**config.mk**
```make
export PLATFORM = sky130hd
export DESIGN_NAME = chain_switch_ctl
export DESIGN_NICKNAME = d
export VERILOG_FILES = /design/src/rtl/chain_switch_ctl.sv
export SDC_FILE = /design/constraint.sdc
export NUM_CORES = 1
export LEC_CHECK = 0
export CORE_UTILIZATION = 49
export DETAILED_ROUTE_END_ITERATION = 10
export GPL_ROUTABILITY_DRIVEN = 1
export PLACE_DENSITY = 0.75
export SYNTH_ARGS = -nofsm -noshare
export SYNTH_HDL_FRONTEND = slang
export SYNTH_SLANG_ARGS = --single-unit
```
**constraint.sdc**
```tcl
create_clock -name clk -period 1.7 [get_ports clk]
set_clock_uncertainty 0.05 [all_clocks]
set_input_delay 0.51 -clock clk [delete_from_list [all_inputs] [get_ports clk]]
set_output_delay 0.51 -clock clk [all_outputs]
set_load 0.02 [all_outputs]
```
**src/rtl/chain_switch_ctl.sv**
```systemverilog
module chain_switch_ctl #(
  parameter int WIDTH       = 8,
  parameter int SYNC_STAGES = 2
) (
  input  logic             clk,
  input  logic             rst_n,
  input  logic             sclk_i,
  input  logic             sdin_i,
  input  logic             frame_n_i,
  output logic [WIDTH-1:0] chan_en_o,
  output logic             chain_q_o,
  output logic             chain_drv_o
);

  localparam int TOP = SYNC_STAGES - 1;

  logic [TOP:0] sclk_sy, din_sy, frm_sy;
  logic         sclk_d, frm_d;
  logic [WIDTH-1:0] shreg;

  always_ff @(posedge clk or negedge rst_n) begin
    if (!rst_n) begin
      sclk_sy <= '1;
      din_sy  <= '0;
      frm_sy  <= '1;
      sclk_d  <= 1'b1;
      frm_d   <= 1'b1;
    end else begin
      sclk_sy <= {sclk_sy[TOP-1:0], sclk_i};
      din_sy  <= {din_sy[TOP-1:0], sdin_i};
      frm_sy  <= {frm_sy[TOP-1:0], frame_n_i};
      sclk_d  <= sclk_sy[TOP];
      frm_d   <= frm_sy[TOP];
    end
  end

  wire sclk_s     = sclk_sy[TOP];
  wire din_s      = din_sy[TOP];
  wire frm_s      = frm_sy[TOP];
  wire in_frame   = ~frm_s;
  wire sclk_fall  = sclk_d & ~sclk_s;
  wire sclk_rise  = ~sclk_d & sclk_s;
  wire frame_rise = ~frm_d & frm_s;

  always_ff @(posedge clk or negedge rst_n) begin
    if (!rst_n) begin
      shreg     <= '0;
      chain_q_o <= 1'b0;
      chan_en_o <= '0;
    end else begin
      if (in_frame && sclk_fall) shreg <= {shreg[WIDTH-2:0], din_s};
      if (in_frame && sclk_rise) chain_q_o <= shreg[WIDTH-1];
      if (frame_rise) chan_en_o <= shreg;
    end
  end

  assign chain_drv_o = ~chain_q_o;

endmodule

```
---- After elaboration in Yosys (flattened, before gate mapping) ----
Index checks and enable logic that the tools add are counted.
W data, S select, Z words.
word-level totals
  register bits ........................... 25
  bits of input ports ..................... 5
  output and inout bits ................... 10
  logic and storage cells ................. 18
cells by class
  bitwise gates (word level) .............. 8
  reductions and logical operators ........ 2
operators with widths
  cell                 number
  $not A1 Y1           5
  $and A1 B1 Y1        3
  $logic_and A1 B1 Y1  2

---- Depth between registers and ports, before layout ----
  word-level depth ........................ 3
  depth in mapped cells ................... 3
  depth with buffers taken out ............ 2

---- Least setup slack after synthesis ----
Ideal clock, no wire load.
  kind .................................... register to register
  start point ............................. reg sclk_d
  end point ............................... reg shreg[0]
  library setup time ...................... 125 ps
  arrival time ............................ 1200 ps
  data required time ...................... 1525 ps
  slack ................................... 326 ps
  cell stages (with the launch flop) ...... 3
  buffers on the path ..................... 0
  period minus slack after synthesis ...... 1374 ps
  cell sequence ........................... dfstp_2 -> nor3b_4 -> mux2_2
between the ends
  word-level cells in the longest chain between the ends .. 2
RTL lines
  element                   line  text
  start: declaration        18    logic sclk_d, frm_d;
  start signal: assignment  32    sclk_d <= sclk_sy[TOP];
  $and A1 B1 Y1             41    wire sclk_fall = sclk_d & ~sclk_s;
  $logic_and A1 B1 Y1       51    if (in_frame && sclk_fall) shreg <= {shreg[WIDTH-2:0], din_s};
  end signal: assignment    51
  end: declaration          19    logic [WIDTH-1:0] shreg;
No other way between the ends.
A chain may end at the register's enable or synchronous reset.

---- Final worst setup path ----
  start point ............................. reg chain_q_o
  end point ............................... out chain_drv_o
between the ends
  word-level cells in the longest chain between the ends .. 1
RTL lines
  element                   line  text
  start: declaration        11    output logic chain_q_o,
  start signal: assignment  52    if (in_frame && sclk_rise) chain_q_o <= shreg[WIDTH-1];
  $not A1 Y1                57    assign chain_drv_o = ~chain_q_o;
  end: declaration          12    output logic chain_drv_o
No other way between the ends.

==> results.json <==
{
  "status": "finished, final reports clean",
  "clockRootBuffer": "clkbuf_4",
  "synth-edff-count": 0,
  "cts-buffers-inserted": 3,
  "netlist_top_cells_area": "dfrtp_1 55%, mux2_2 22%, dfstp_2 18%",
  "port_buffers": 14,
  "worst_ep_arrival_time_ns": 1.06,
  "die-area_sq_mm": 0.00194,
  "routed_wire_length_per_instance_microns": 13.9,
  "grt-ovfl-total": 0,
  "reg2reg_setup_slack_ns": 0.20,
  "synthesis.area_per_instance_sq_um": 18.4,
  "final.setup.tns_ns": 0,
  "path_clk_slew_ns": 0.11,
  "global_route.usage.total_pct": 14.5,
  "fin_total_pwr_w": 0.00151,
  "critPathLaunch": "chain_q_o",
  "critical_path_depth": 2,
  "crit_path_max_fanout": 3,
  "timing.final.crit_share_pct": 95.6,
  "timing_max_transition_violations_final": 0,
  "cts_htree_levels": 1,
  "synth_register_bits": 25,
  "placement.cell_area_sq_mm": 0.00104,
  "number_of_drc_violations_after_detailed_routing_iteration_0": 3,
  "number_of_antenna_violations_at_the_first_check_in_global_routing": 0,
  "vias_in_the_first_global_route": 420,
  "post_detailed_route_drc_marker_count": 0,
  "post-route-worst-setup-slack_ns": 0.0754,
  "initial_cell_density_of_the_core_pct": 54.9,
  "rr_worst_depth": 2,
  "worstPathBufferInverterCount": 2,
  "cell_family_with_the_largest_share_of_critical_path_delay": "flip-flops",
  "grt_max_degree": 16,
  "ys_flop_type": "dfrtp_1",
  "async_sr_flop_fraction_pct": 100,
  "netlist_instances": 47,
  "final_net_count": 72,
  "cap_viol_max_count": 0,
  "synthDistinctLibCells": 8,
  "rsz_0062_raised_after_global_routing": "false",
  "cp_slowest_stage_delay_ns": 0.40,
  "fmaxAchievable_mhz": 616,
  "post_route_wl_mm": 1.14,
  "core_region_area_sq_mm": 0.00158,
  "yosysTopAreaCellShare_pct": 54.9,
  "ios": 15,
  "hold_buffers": 0,
  "clock-sinks": 25,
  "die_w_microns": 44.0,
  "vdd_drop_max_v": 0.000818,
  "drive_gt1_share_pct": 43.9,
  "pre_cts_slack_ns": 0.134,
  "final.min_clock_period_ns": 1.62,
  "power_leakage_nw": 0.492,
  "crit-reg2reg-launch": "sclk_d",
  "number_of_vias_after_detailed_routing": 434,
  "worst_hold_slack_ns": 0.312,
  "cts_tree": "built",
  "postCtsSetupRepairBufs": 0,
  "cp_data_required_time_ns": 1.14,
  "hold_violation_total_from_the_final_report": 0,
  "mappedNetlistArea_sq_um": 866,
  "power.density_mw_per_mm2": 1440,
  "clock_tree.buffer_depth": 2,
  "clock_latency_ns": 0.30,
  "worst_setup_path_endpoint": "chain_drv_o",
  "headroom_to_the_max_slew_limit_pct": 70.2,
  "finish.instance_area_sq_mm": 0.00105,
  "grt_first_pass_wirelength_mm": 1.88,
  "critPathKind": "reg2out",
  "synth.largest_area_cell": "dfrtp_1",
  "critical_path.startpoint_type": "flop",
  "postSynthNetCount": 52,
  "report.final.setup_viol": 0,
  "tightestPinTransition_ns": 0.447,
  "critical_path.endpoint_type": "output port",
  "detail_route.first_pass.iterations": 5,
  "insertedDiodeCount": 0,
  "yosysSeqAreaShare_pct": 73.1,
  "synthTopCellsByCount": "19 x dfrtp_1, 17 x mux2_2, 6 x dfstp_2",
  "syn2layout_area_growth_pct": 21.2,
  "gpl.final_weighted_congestion": 0.640,
  "viasPerCell": 5.29,
  "worst_path_max_delay_cell": "dfrtp_1",
  "hold_class": "reg2reg",
  "final_antenna_net_count": 0,
  "number_of_warnings_issued_by_yosys": 0,
  "synthMostInstantiatedCell": "dfrtp_1",
  "die_height_microns": 44.0,
  "timing.rr.end": "shreg[1]",
  "crit_path_cell_trace": "inv_1, dlygate4sd2_1",
  "core.rowCount": 14
}
-- layer usage --
metal | wire length (microns) | vias to the layer above | GRT usage, %
li1 | - | 199 | -
met1 | 508 | 225 | 20.1
met2 | 581 | 10 | 21.5
met3 | 46 | 0 | 2.45
met4 | 0 | 0 | 9.09
met5 | 0 | - | 0
-- through the flow --
step / util (%) / cells
floorplan: - / 47
global placement: 65.7 / 78
detailed placement: 65.7 / 78
CTS: 66.6 / 82
global route: 66.6 / 82
finish: 66.6 / 82
-- layout by cell type, fill, tap and decap left out, drive strengths merged --
cell type / Yosys / final
inv: 1 / 1
nor3b: 2 / 2
buf: 1 / 2
clkbuf: 0 / 4
clkdlybuf4s50: 0 / 4
dlygate4sd2: 0 / 10
dfstp: 6 / 6
dfrtp: 19 / 19
mux2: 17 / 17
nand2b: 1 / 1
-- timing repair --
item,in CTS,in global routing
endpoints found under the setup margin,10,0
resized for setup,10,0
hold endpoints to repair,0,0
-- logic make-up (layout without fill, tap and decap cells) --
group                  after synthesis  after routing  synth area share (%)
flip-flops                          25             25                  73.1
multiplexers                        17             17                  22.1
AND/OR/NAND/NOR                      3              3                  3.76
buffers and inverters                2             21                  1.01
-- final cells by class --
cell class	instances	area, sq um
sequential	25	633
fill	126	527
multi-input combinational	20	224
timing repair buffer	16	143
clock buffer	4	26.3
tap	16	20.0
inverter	1	3.75
-- worst min path at each step --
stage	start	to	slack (ns)	depth (start not counted)
floorplan	rst_n	chain_q_o	0.16	0
global placement	din_sy[0]	din_sy[1]	0.28	0
detailed placement	din_sy[0]	din_sy[1]	0.29	0
CTS	rst_n	chan_en_o[2]	0.32	1
global route	rst_n	chan_en_o[2]	0.31	1
finish	din_sy[0]	din_sy[1]	0.31	0
-- power by group --
part | switching [W] | total, W | internal [W]
Combinational | 0.000201 | 0.000418 | 0.000218
Sequential | 0.0000914 | 0.000858 | 0.000767
Clock | 0.000147 | 0.000238 | 0.0000913
Total | 0.000439 | 0.00151 | 0.00108
-- sequential cells by signal, indices dropped and copies added (netlist names) --
register,count
chain_q_o,1
chan_en_o,8
din_sy,2
frm_d,1
frm_sy,2
sclk_d,1
sclk_sy,2
shreg,8
-- worst register-to-register path, stage by stage, from the launching register on --
cell     delay (ns)
dfstp_2        0.55
nor3b_4        0.41
mux2_2         0.39
Note: power is estimated with default switching activity, not from simulation.
